## src/rtl/tape_ctl_pkg.sv

```systemverilog
package tape_ctl_pkg;
  localparam int REG_W    = 16;
  localparam int UNIT_FW  = 3;
  localparam int ERRF_W   = 9;
  localparam int NUM_REGS = 6;
  localparam int IDX_W    = 3;

  // command register bit positions
  localparam int CB_GO   = 0;
  localparam int CB_INIT = 12;
  // index of the illegal flag within the error-flag vector (status bit 15)
  localparam int EF_ILL  = ERRF_W - 1;

  typedef enum logic [2:0] {
    FN_UNLOAD   = 3'd0,
    FN_READ     = 3'd1,
    FN_WRITE    = 3'd2,
    FN_WMARK    = 3'd3,
    FN_SKIP_FWD = 3'd4,
    FN_SKIP_REV = 3'd5,
    FN_WGAP     = 3'd6,
    FN_REWIND   = 3'd7
  } tape_fn_e;

  typedef enum logic [IDX_W-1:0] {
    RI_STAT  = 3'd0,
    RI_CMD   = 3'd1,
    RI_COUNT = 3'd2,
    RI_ADDR  = 3'd3,
    RI_DBUF  = 3'd4,
    RI_LINES = 3'd5
  } reg_idx_e;

  typedef struct packed {
    logic [1:0]         den;
    logic               par_sel;
    logic [UNIT_FW-1:0] unit;
    logic               ie;
    logic [1:0]         ext;
    tape_fn_e           fn;
  } cmd_rw_t;

  function automatic logic [REG_W-1:0] lane_merge(input logic [REG_W-1:0] old_w,
                                                  input logic [REG_W-1:0] wd,
                                                  input logic is_byte,
                                                  input logic odd);
    if (!is_byte)  return wd;
    else if (odd)  return {wd[7:0], old_w[7:0]};
    else           return {old_w[15:8], wd[7:0]};
  endfunction

  function automatic logic fn_writes(input tape_fn_e f);
    return (f == FN_WRITE) || (f == FN_WMARK) || (f == FN_WGAP);
  endfunction

  function automatic logic [REG_W-1:0] cmd_pack(input cmd_rw_t c, input logic done,
                                                input logic err);
    return {err, c.den, 1'b0, c.par_sel, c.unit, done, c.ie, c.ext, c.fn, 1'b0};
  endfunction

  function automatic cmd_rw_t cmd_unpack(input logic [REG_W-1:0] w);
    cmd_rw_t c;
    c.den     = w[14:13];
    c.par_sel = w[11];
    c.unit    = w[10:8];
    c.ie      = w[6];
    c.ext     = w[5:4];
    c.fn      = tape_fn_e'(w[3:1]);
    return c;
  endfunction
endpackage

```

## src/rtl/tape_addr_dec.sv

```systemverilog
module tape_addr_dec
  import tape_ctl_pkg::*;
(
  input  logic                bus_sel,
  input  logic                bus_wr,
  input  logic [IDX_W-1:0]    idx,
  output logic [NUM_REGS-1:0] wr_hit,
  output logic [NUM_REGS-1:0] rd_hit
);
  for (genvar g = 0; g < NUM_REGS; g++) begin : g_hit
    assign wr_hit[g] = bus_sel &  bus_wr & (idx == IDX_W'(g));
    assign rd_hit[g] = bus_sel & ~bus_wr & (idx == IDX_W'(g));
  end
endmodule

```

## src/rtl/tape_drive_sel.sv

```systemverilog
module tape_drive_sel #(
  parameter int NUM_DRIVES = 8,
  parameter int FW         = 5,
  parameter int UW         = 3
) (
  input  logic [UW-1:0]                 unit,
  input  logic [NUM_DRIVES-1:0][FW-1:0] vec,
  output logic [FW-1:0]                 sel
);
  // a unit number with no drive behind it reads as all conditions low
  always_comb begin
    sel = '0;
    for (int i = 0; i < NUM_DRIVES; i++) begin
      if (int'(unit) == i) sel = vec[i];
    end
  end
endmodule

```

## src/rtl/tape_cmd_ctl.sv

```systemverilog
module tape_cmd_ctl
  import tape_ctl_pkg::*;
(
  input  logic               clk,
  input  logic               rst_n,
  input  logic               cmd_we,
  input  logic               cmd_byte,
  input  logic               cmd_odd,
  input  logic [REG_W-1:0]   wdata,
  input  logic               g_online,
  input  logic               g_wlock,
  input  logic               g_busy,
  input  logic               cmpl_take,
  input  logic [ERRF_W-1:0]  cmpl_err,
  input  logic [1:0]         cmpl_ext,
  output cmd_rw_t            cmd_q,
  output logic               done_q,
  output logic               irq_q,
  output logic [ERRF_W-1:0]  errf_q,
  output logic               go_q,
  output logic               init_now,
  output logic [UNIT_FW-1:0] pend_unit
);
  cmd_rw_t             n_cmd, new_f;
  logic                n_done, n_irq, n_go;
  logic [ERRF_W-1:0]   n_errf;
  logic [REG_W-1:0]    cur_w, merged;
  logic                err_any, go_bad;

  assign err_any   = |errf_q;
  assign cur_w     = cmd_pack(cmd_q, done_q, err_any);
  assign merged    = lane_merge(cur_w, wdata, cmd_byte, cmd_odd);
  assign new_f     = cmd_unpack(merged);
  assign pend_unit = new_f.unit;
  assign init_now  = cmd_we && done_q && merged[CB_INIT];
  assign go_bad    = !g_online || g_busy || (fn_writes(new_f.fn) && g_wlock);

  always_comb begin
    n_cmd  = cmd_q;
    n_done = done_q;
    n_irq  = irq_q;
    n_errf = errf_q;
    n_go   = 1'b0;
    if (cmpl_take) begin
      n_done    = 1'b1;
      n_errf    = n_errf | cmpl_err;
      n_cmd.ext = cmpl_ext;
      if (cmd_q.ie) n_irq = 1'b1;
    end
    if (cmd_we) begin
      if (!done_q) begin
        n_errf[EF_ILL] = 1'b1;
      end else if (merged[CB_INIT]) begin
        n_cmd  = '0;
        n_done = 1'b1;
        n_irq  = 1'b0;
        n_errf = '0;
      end else begin
        if (!new_f.ie)                              n_irq = 1'b0;
        else if (!cmd_q.ie && (done_q || err_any))  n_irq = 1'b1;
        n_cmd = new_f;
        if (merged[CB_GO]) begin
          if (go_bad) begin
            n_errf[EF_ILL] = 1'b1;
            n_done         = 1'b1;
            if (new_f.ie) n_irq = 1'b1;
          end else begin
            n_errf = '0;
            n_done = 1'b0;
            n_irq  = 1'b0;
            n_go   = 1'b1;
          end
        end
      end
    end
  end

  always_ff @(posedge clk) begin
    if (!rst_n) begin
      cmd_q  <= '0;
      done_q <= 1'b1;
      irq_q  <= 1'b0;
      errf_q <= '0;
      go_q   <= 1'b0;
    end else begin
      cmd_q  <= n_cmd;
      done_q <= n_done;
      irq_q  <= n_irq;
      errf_q <= n_errf;
      go_q   <= n_go;
    end
  end
endmodule

```

## src/rtl/tape_ctl_regs.sv

```systemverilog
module tape_ctl_regs
  import tape_ctl_pkg::*;
#(
  parameter int NUM_DRIVES = 8
) (
  input  logic                  clk,
  input  logic                  rst_n,
  input  logic                  bus_sel,
  input  logic                  bus_wr,
  input  logic                  bus_byte,
  input  logic [3:0]            bus_addr,
  input  logic [15:0]           bus_wdata,
  output logic [15:0]           bus_rdata,
  input  logic [NUM_DRIVES-1:0] drv_online,
  input  logic [NUM_DRIVES-1:0] drv_bot,
  input  logic [NUM_DRIVES-1:0] drv_wlock,
  input  logic [NUM_DRIVES-1:0] drv_rewind,
  input  logic [NUM_DRIVES-1:0] drv_busy,
  output logic                  go_pulse,
  output logic [2:0]            go_fn,
  output logic [2:0]            go_unit,
  output logic [15:0]           xfer_count,
  output logic [17:0]           xfer_addr,
  output logic [1:0]            xfer_density,
  output logic                  xfer_parity,
  input  logic                  cmpl_valid,
  output logic                  cmpl_ready,
  input  logic [8:0]            cmpl_err,
  input  logic [15:0]           cmpl_count,
  input  logic [17:0]           cmpl_addr,
  output logic                  irq
);
  localparam int ST_FW = 5;   // online, bot, wlock, rewind, busy
  localparam int GO_FW = 3;   // online, wlock, busy

  logic [NUM_REGS-1:0]              wr_hit, rd_hit;
  logic [NUM_DRIVES-1:0][ST_FW-1:0] st_vec;
  logic [NUM_DRIVES-1:0][GO_FW-1:0] go_vec;
  logic [ST_FW-1:0]                 st_sel;
  logic [GO_FW-1:0]                 go_sel;
  cmd_rw_t                          cmd_q;
  logic                             cmd_done, cmd_ie, init_now, cmpl_take;
  logic [ERRF_W-1:0]                errf_q;
  logic [UNIT_FW-1:0]               pend_unit;
  logic [REG_W-1:0]                 count_q, addr_q, stat_w;
  logic [7:0]                       dbuf_q;
  logic                             lines_q;
  logic                             unused_hits;

  tape_addr_dec u_dec (
    .bus_sel (bus_sel),
    .bus_wr  (bus_wr),
    .idx     (bus_addr[3:1]),
    .wr_hit  (wr_hit),
    .rd_hit  (rd_hit)
  );
  assign unused_hits = ^{wr_hit[RI_STAT], wr_hit[RI_LINES], rd_hit[RI_STAT],
                         rd_hit[RI_CMD], rd_hit[RI_COUNT], rd_hit[RI_ADDR], rd_hit[RI_DBUF]};

  for (genvar g = 0; g < NUM_DRIVES; g++) begin : g_drv
    assign st_vec[g] = {drv_online[g], drv_bot[g], drv_wlock[g], drv_rewind[g], drv_busy[g]};
    assign go_vec[g] = {drv_online[g], drv_wlock[g], drv_busy[g]};
  end

  // conditions of the drive currently named in the command register
  tape_drive_sel #(.NUM_DRIVES(NUM_DRIVES), .FW(ST_FW), .UW(UNIT_FW)) u_st_sel (
    .unit (cmd_q.unit),
    .vec  (st_vec),
    .sel  (st_sel)
  );

  // conditions of the drive named by the command being written
  tape_drive_sel #(.NUM_DRIVES(NUM_DRIVES), .FW(GO_FW), .UW(UNIT_FW)) u_go_sel (
    .unit (pend_unit),
    .vec  (go_vec),
    .sel  (go_sel)
  );

  assign cmpl_ready = ~cmd_done;
  assign cmpl_take  = cmpl_valid & ~cmd_done;

  tape_cmd_ctl u_cmd (
    .clk       (clk),
    .rst_n     (rst_n),
    .cmd_we    (wr_hit[RI_CMD]),
    .cmd_byte  (bus_byte),
    .cmd_odd   (bus_addr[0]),
    .wdata     (bus_wdata),
    .g_online  (go_sel[2]),
    .g_wlock   (go_sel[1]),
    .g_busy    (go_sel[0]),
    .cmpl_take (cmpl_take),
    .cmpl_err  (cmpl_err),
    .cmpl_ext  (cmpl_addr[17:16]),
    .cmd_q     (cmd_q),
    .done_q    (cmd_done),
    .irq_q     (irq),
    .errf_q    (errf_q),
    .go_q      (go_pulse),
    .init_now  (init_now),
    .pend_unit (pend_unit)
  );
  assign cmd_ie = cmd_q.ie;

  always_ff @(posedge clk) begin
    if (!rst_n || init_now) begin
      count_q <= '0;
      addr_q  <= '0;
      dbuf_q  <= '0;
      lines_q <= 1'b0;
    end else begin
      if (cmpl_take) begin
        count_q <= cmpl_count;
        addr_q  <= cmpl_addr[15:0];
      end else begin
        if (wr_hit[RI_COUNT]) count_q <= lane_merge(count_q, bus_wdata, bus_byte, bus_addr[0]);
        if (wr_hit[RI_ADDR])  addr_q  <= lane_merge(addr_q, bus_wdata, bus_byte, bus_addr[0]);
      end
      if (wr_hit[RI_DBUF] && !(bus_byte && bus_addr[0])) dbuf_q <= bus_wdata[7:0];
      if (rd_hit[RI_LINES]) lines_q <= ~lines_q;
    end
  end

  assign stat_w = {errf_q, st_sel[4], st_sel[3], 2'b00, st_sel[2], st_sel[1], ~st_sel[0]};

  always_comb begin
    case (reg_idx_e'(bus_addr[3:1]))
      RI_STAT:  bus_rdata = stat_w;
      RI_CMD:   bus_rdata = cmd_pack(cmd_q, cmd_done, |errf_q);
      RI_COUNT: bus_rdata = count_q;
      RI_ADDR:  bus_rdata = addr_q;
      RI_DBUF:  bus_rdata = {8'h00, dbuf_q};
      RI_LINES: bus_rdata = {~lines_q, 15'h0000};
      default:  bus_rdata = '0;
    endcase
  end

  assign go_fn        = cmd_q.fn;
  assign go_unit      = cmd_q.unit;
  assign xfer_count   = count_q;
  assign xfer_addr    = {cmd_q.ext, addr_q};
  assign xfer_density = cmd_q.den;
  assign xfer_parity  = cmd_q.par_sel;
endmodule

```

## config.mk

```make
export PLATFORM = sky130hd
export DESIGN_NAME = tape_ctl_regs
export DESIGN_NICKNAME = d
export VERILOG_FILES = /design/src/rtl/tape_ctl_pkg.sv /design/src/rtl/tape_addr_dec.sv /design/src/rtl/tape_drive_sel.sv /design/src/rtl/tape_cmd_ctl.sv /design/src/rtl/tape_ctl_regs.sv
export SDC_FILE = /design/constraint.sdc
export NUM_CORES = 1
export LEC_CHECK = 0
export BUFFER_PORTS_ARGS = -buffer_cell sky130_fd_sc_hd__buf_2
export CAP_MARGIN = 0
export CORE_ASPECT_RATIO = 0.5
export CORE_MARGIN = 1
export CORE_UTILIZATION = 45
export DETAILED_ROUTE_END_ITERATION = 10
export GPL_TIMING_DRIVEN = 0
export PLACE_DENSITY_LB_ADDON = 0.15
export SETUP_SLACK_MARGIN = 0.02
export SLEW_MARGIN = 20
export SYNTH_ARGS = -nofsm -noshare
export SYNTH_HDL_FRONTEND = slang
export SYNTH_SLANG_ARGS = --single-unit
```

## constraint.sdc

```tcl
create_clock -name clk -period 1.95 [get_ports clk]
set_input_delay 0.195 -clock clk [delete_from_list [all_inputs] [get_ports clk]]
set_output_delay 0.195 -clock clk [all_outputs]
set_load 0.02 [all_outputs]
```

### Word-level counts from Yosys, hierarchy flattened

Cells that the tools add are included.
W data, S select, Z words.

| word-level totals | value |
|---|---|
| flip-flop bits (word level) | 65 |
| latch bits | 0 |
| memory bits (writable) | 0 |
| memory bits (read-only) | 0 |
| input port bits | 109 |
| output and inout port bits | 62 |
| logic and storage cells | 140 |
| memories | 0 |

| cells by class | value |
|---|---|
| $add $sub $neg | 0 |
| multiply operators | 0 |
| div/mod/pow operators | 0 |
| magnitude comparators | 0 |
| equal/unequal tests | 26 |
| shift-type cells | 0 |
| muxes and demuxes | 53 |
| bitwise operators | 16 |
| reductions and logical operators | 29 |

Operator list:

| kind | number |
|---|---|
| $mux W16 | 6 |
| $pmux W16 S6 | 1 |
| $mux W5 | 10 |
| $mux W9 | 4 |
| $eq A3 B3 Y1 const B | 11 |
| $mux W15 | 2 |
| $eq A3 B2 Y1 const B | 8 |
| $mux W3 | 8 |
| $mux W1 | 18 |
| $mux W8 | 2 |
| $mux W12 | 1 |
| $reduce_and A2 Y1 | 5 |
| $eq A3 B1 Y1 const B | 3 |
| $logic_not A3 Y1 | 3 |
| $or A9 B9 Y9 | 1 |
| $reduce_or A9 Y1 | 1 |
| $and A1 B1 Y1 | 8 |
| $not A1 Y1 | 7 |
| $logic_and A1 B1 Y1 | 6 |
| $logic_or A1 B1 Y1 | 6 |
| $ne A3 B1 Y1 const B | 2 |
| $ne A5 B5 Y1 const B | 1 |
| $reduce_or A5 Y1 | 1 |
| $logic_not A1 Y1 | 4 |
| 4 further kinds | 5 |

### Depth between registers and ports, before layout

| logic depth | value |
|---|---|
| word-level depth | 19 |
| mapped depth | 9 |
| mapped depth without buffers | 6 |

### Cells and area by module

From an unflattened synthesis, not the netlist that was laid out.

| unflattened totals | value |
|---|---|
| cell total of the unflattened synthesis | 522 |
| area, all modules | 4,484.3 um^2 |

By module, submodules not included:

| module | instances | cells each | area each (um^2) | seq. area each (um^2) |
|---|---|---|---|---|
| tape_ctl_regs | 1 | 300 | 2,571.2 | 820.8 |
| tape_cmd_ctl | 1 | 119 | 1,056.0 | 480.5 |
| tape_drive_sel (u_st_sel) | 1 | 54 | 498.0 | 0.0 |
| tape_drive_sel (u_go_sel) | 1 | 30 | 259.0 | 0.0 |
| tape_addr_dec | 1 | 19 | 100.1 | 0.0 |

### Worst setup path after synthesis

OpenSTA, ideal clock, no wires.

| timing | value |
|---|---|
| path kind | register to register |
| start point | reg, netlist name u_cmd.cmd_q[6] |
| end point | reg u_cmd.errf_q[8] |
| library setup time | 0.159 ns |
| arrival time | 1.816 ns |
| data required time | 1.791 ns |
| path slack | -0.025 ns |
| cell stages (with the launch flop) | 9 |
| buffers on the path | 2 |
| clock period less this slack | 1.975 ns |
| cells stage by stage | dfxtp_1 > buf_2 > mux2i_2 > a21o_4 > nor3_1 > a221o_1 > nor3_2 > buf_6 > a311oi_2 |

| between the ends | value |
|---|---|
| longest elaborated chain between the ends | 19 |
| elaborated cells on any way between the ends | 27 |
| those cells by class | eq/ne: 7; mux: 15; reduce/logical: 5 |

RTL lines:

| item | RTL line | source |
|---|---|---|
| $mux W15 (*) | tape_ctl_pkg.sv:48 | `else if (odd) return {wd[7:0], old_w[7:0]};` |
| $mux W15 (*) | tape_ctl_pkg.sv:47 | `if (!is_byte) return wd;` |
| $logic_not A3 Y1 | tape_drive_sel.sv:14 | `if (int'(unit) == i) sel = vec[i];` |
| $mux W3 (7 in series) | tape_drive_sel.sv:14 |  |
| $mux W3 (*) | tape_drive_sel.sv:14 |  |
| $logic_not A1 Y1 | tape_cmd_ctl.sv:36 | `assign go_bad = !g_online \|\| g_busy \|\| (fn_writes(new_f.fn) && g_wlock);` |
| $logic_or A1 B1 Y1 | tape_cmd_ctl.sv:36 |  |
| $logic_or A1 B1 Y1 (*) | tape_cmd_ctl.sv:36 |  |
| $mux W1 (*) | tape_cmd_ctl.sv:63 | `if (go_bad) begin` |
| $mux W9 (*) | tape_cmd_ctl.sv:62 | `if (merged[CB_GO]) begin` |
| $mux W9 (*) | tape_cmd_ctl.sv:53 | `end else if (merged[CB_INIT]) begin` |
| $mux W1 (*) | tape_cmd_ctl.sv:51 | `if (!done_q) begin` |
| $mux W9 (*) | tape_cmd_ctl.sv:50 | `if (cmd_we) begin` |
| end signal: assignment | tape_cmd_ctl.sv:89 | `errf_q <= n_errf;` |
| end: declaration | tape_cmd_ctl.sv:19 | `output logic [ERRF_W-1:0] errf_q,` |

Mark *: on every way between the ends. The rest lies on a longest branch, timed or not. The select of a mux whose other input is x is not followed.
A chain may end at the register's enable or synchronous reset.

### Worst setup path after layout

| timing | value |
|---|---|
| start point | reg, netlist name u_cmd.cmd_q[6] |
| end point | out bus_rdata[1] |

| between the ends | value |
|---|---|
| longest elaborated chain between the ends | 10 |
| elaborated cells on any way between the ends | 17 |
| those cells by class | eq/ne: 7; mux: 9; reduce/logical: 1 |

RTL lines:

| item | RTL line | source |
|---|---|---|
| $logic_not A3 Y1 | tape_drive_sel.sv:14 |  |
| $mux W5 (7 in series) | tape_drive_sel.sv:14 |  |
| $mux W5 (*) | tape_drive_sel.sv:14 |  |
| $pmux W16 S6 (*) | tape_ctl_regs.sv:127 | `case (reg_idx_e'(bus_addr[3:1]))` |
| end: declaration | tape_ctl_regs.sv:13 | `output logic [15:0] bus_rdata,` |

Mark *: on every way between the ends. The rest lies on a longest branch, timed or not.

==> metrics.cfg <==
[layout]
nets=840
n_fill_cell=819
antenna_cells=0
layout-drive-gt1-share_pct=42.4
syn2layout_area_growth_pct=42.2
multi_input_area_sq_um=2970
register_area_sq_um=1320
fin_util_pct=66.1

[placement]
post-dp-hpwl_um=12700
dp_slack_ns=-0.681
portBuffers=168
gp_congestion=0.901

[power_and_ir_drop]
p_leak_uw=0.00275
pwr-share-comb_pct=22.5
switching_power_uw=1210
p_seq_share_pct=35.0
sw_frac_of_total_pct=29.0
ir_drop_mv=0.417
power.internal_uw=2960
powerDensity_nw_per_um2=666
p_clk_share_pct=42.5
fin_total_pwr_uw=4180

[clock_tree]
clkTransAtPathRegs_ns=0.06
insertion_delay_ns=0.34
cts_tree=done
clock_sinks=65
numCtsBuffers=9
cts_max_level=3
root_buffer=clkbuf_16
cts_buffer_depth=2

[yosys]
ys_async_sr_fraction_pct=0
synth_edf_count=0
synth_top_area_cell=dfxtp_1
netlist.area_leader.share_pct=29.5
ys_ff_latch=65
yosys.cell_count.top_type=dfxtp_1
syn_area_sq_um=4410
synth_area_leaders=dfxtp_1 (30%), mux2i_1 (6.6%), mux4_2 (5.1%)
ys_types=62
syn_area_per_cell_sq_um=8.35
synth_cells=528
synthFlopType=dfxtp_1
yosysSeqAreaShare_pct=29.5
synth_fp_nets=637
yosysWarnings=0
synth_top_cells_by_count=dfxtp_1 (65), nand2_1 (59), nor2_1 (51), a21oi_1 (40)

[detailed_routing]
wire_per_inst_um=20.3
wl_um=17700
via_count=5258
drt_iter0_markers=529
ant_nets=0
drt-pass1-iter-count=7
viasPerCell=6.04
drc=0

[timing]
whs_ns=0.126
finClkSkew_ns=0.0105
hold_viol=0
setup_violations=23
slew_viol_final=0
period_share_pct=119
worst_pin_slew_ns=0.665
layout_min_cycle_time_ns=2.32
finalSetupTns_ns=-5.85
max_freq_ghz=0.432
finalWorstSetupSlack_ns=-0.367
rsz0062_at_grt=true
slew_headroom_pct=55.7

[worst_setup_path]
crit_path_end_kind=output pin
cp_max_fo=5
critPathBufInv=2
cp_slowest_stage_delay_ns=0.52
criticalPathCategory=reg2out
worst_path_max_delay_cell=mux4_2
cp.arrival_ns=2.12
cpMostUsedCell=buf_6
reg2reg_slack_ns=-0.31
crit_chain=buf_6 -> mux4_2 -> mux2i_4 -> o21ai_2 -> a22oi_2 -> o22ai_2 -> buf_6
crit_required_ns=1.75
worstSetupStartpointType=register
cpLargestDelayFamily=multiplexers

[floorplanning]
ioPinCount=171
die_y_um=72.0
num_rows=25
core-area_sq_um=9480
die_area_sq_um=10200
dieWidth_um=142
initial_core_util_pct=46.5

[status]
violations=negative setup slack
status=finished, violations left

[global_route]
grt.total_usage_pct=33.9
antenna_found_initial=0
overflow=0
grt_max_degree=12
grt_pass1_vias=4703
grt_first_pass_wirelength_um=25600

[hold_path]
worstHoldPathType=in2reg

[job]
cap_violations=0

## power by group through the flow
| stage | clock network, uW | logic, uW | registers, uW |
|---|---|---|---|
| floorplan | 0 | 470 | 1450 |
| global placement | 0 | 748 | 1480 |
| detailed placement | 0 | 757 | 1480 |
| CTS | 1770 | 861 | 1450 |
| global route | 1830 | 993 | 1460 |
| finish | 1780 | 941 | 1460 |
## routing by layer
metal	track usage (%)	wire, um
met1	42.9	7350
met2	53.4	7890
met3	12.9	2000
met4	9.92	351
met5	6.22	82
## cell families after synthesis
kind of cell	share of synthesized area [%]
compound gates	31.4
xor+xnor	0.199
buf+inv	7.33
flops	29.5
mux	12.5
simple gates	19.0
## placed cells by master, fill, tap and decap left out, drive strengths merged, types with 3 or more instances in the layout
master	Yosys	routed
mux2i	30	30
a211oi	20	20
or4	4	4
o211ai	17	17
o21ai	14	14
clkbuf	14	28
nor3	6	6
buf	35	224
nand2	59	59
o22ai	13	13
a22oi	29	29
a21o	12	12
nand3	5	5
nor2	51	51
o221ai	8	8
nor2b	21	21
a222oi	3	3
a21boi	3	3
inv	10	10
mux4	10	10
o21a	4	4
a221o	6	6
and3	3	3
nand4	8	8
nand2b	8	8
dfxtp	65	65
clkinv	1	4
a21oi	42	42
## metrics by stage
stage	instances	cell area [sq um]
floorplan	528	4420
global placement	831	5430
detailed placement	831	5430
CTS	863	6070
global route	871	6270
finish	871	6270
## worst register-to-register path, stage by stage (launching register included)
cell and delay, ns:
dfxtp_2 0.32, buf_6 0.13, buf_4 0.13, buf_6 0.11, mux2i_4 0.21, a21o_4 0.20
nor3_2 0.04, a221o_1 0.40, nor3_4 0.29, buf_6 0.19, a311oi_2 0.10
## cell type report
| class | instances | area share, % |
|---|---|---|
| clock inverters | 5 | 1.26 |
| plain buffers | 49 | 5.75 |
| inverters | 11 | 0.659 |
| flip-flops and latches | 65 | 21.0 |
| repair buffers | 192 | 17.3 |
| well taps | 135 | 2.69 |
| multi-input cells | 403 | 47.4 |
| clock buffers | 11 | 3.87 |
## state kept, by name, indices dropped and copies added, names as in the netlist
register	count
addr_q	16
xfer_count	16
u_cmd.cmd_q	12
u_cmd.errf_q	9
dbuf_q	8
lines_q	1
u_cmd.done_q	1
u_cmd.go_q	1
u_cmd.irq_q	1
## what timing repair did
item                                    CTS  global route
setup buffers                            14             6
endpoints found under the setup margin   72            67
hold buffers                              0             0
pin swaps                                13            12
gates resized for setup                  63            34
cloned                                    2             2
## worst paths after layout
| path | start | to | depth (start not counted) |
|---|---|---|---|
| worst min register to register | addr_q[11] | addr_q[11] | 2 |
| worst min-delay path | cmpl_count[0] | xfer_count[0] | 3 |
| worst max-delay path | u_cmd.cmd_q[6] | bus_rdata[1] | 7 |
| worst max register to register | u_cmd.cmd_q[6] | u_cmd.errf_q[8] | 10 |
Power figures use the tool's default switching activity.
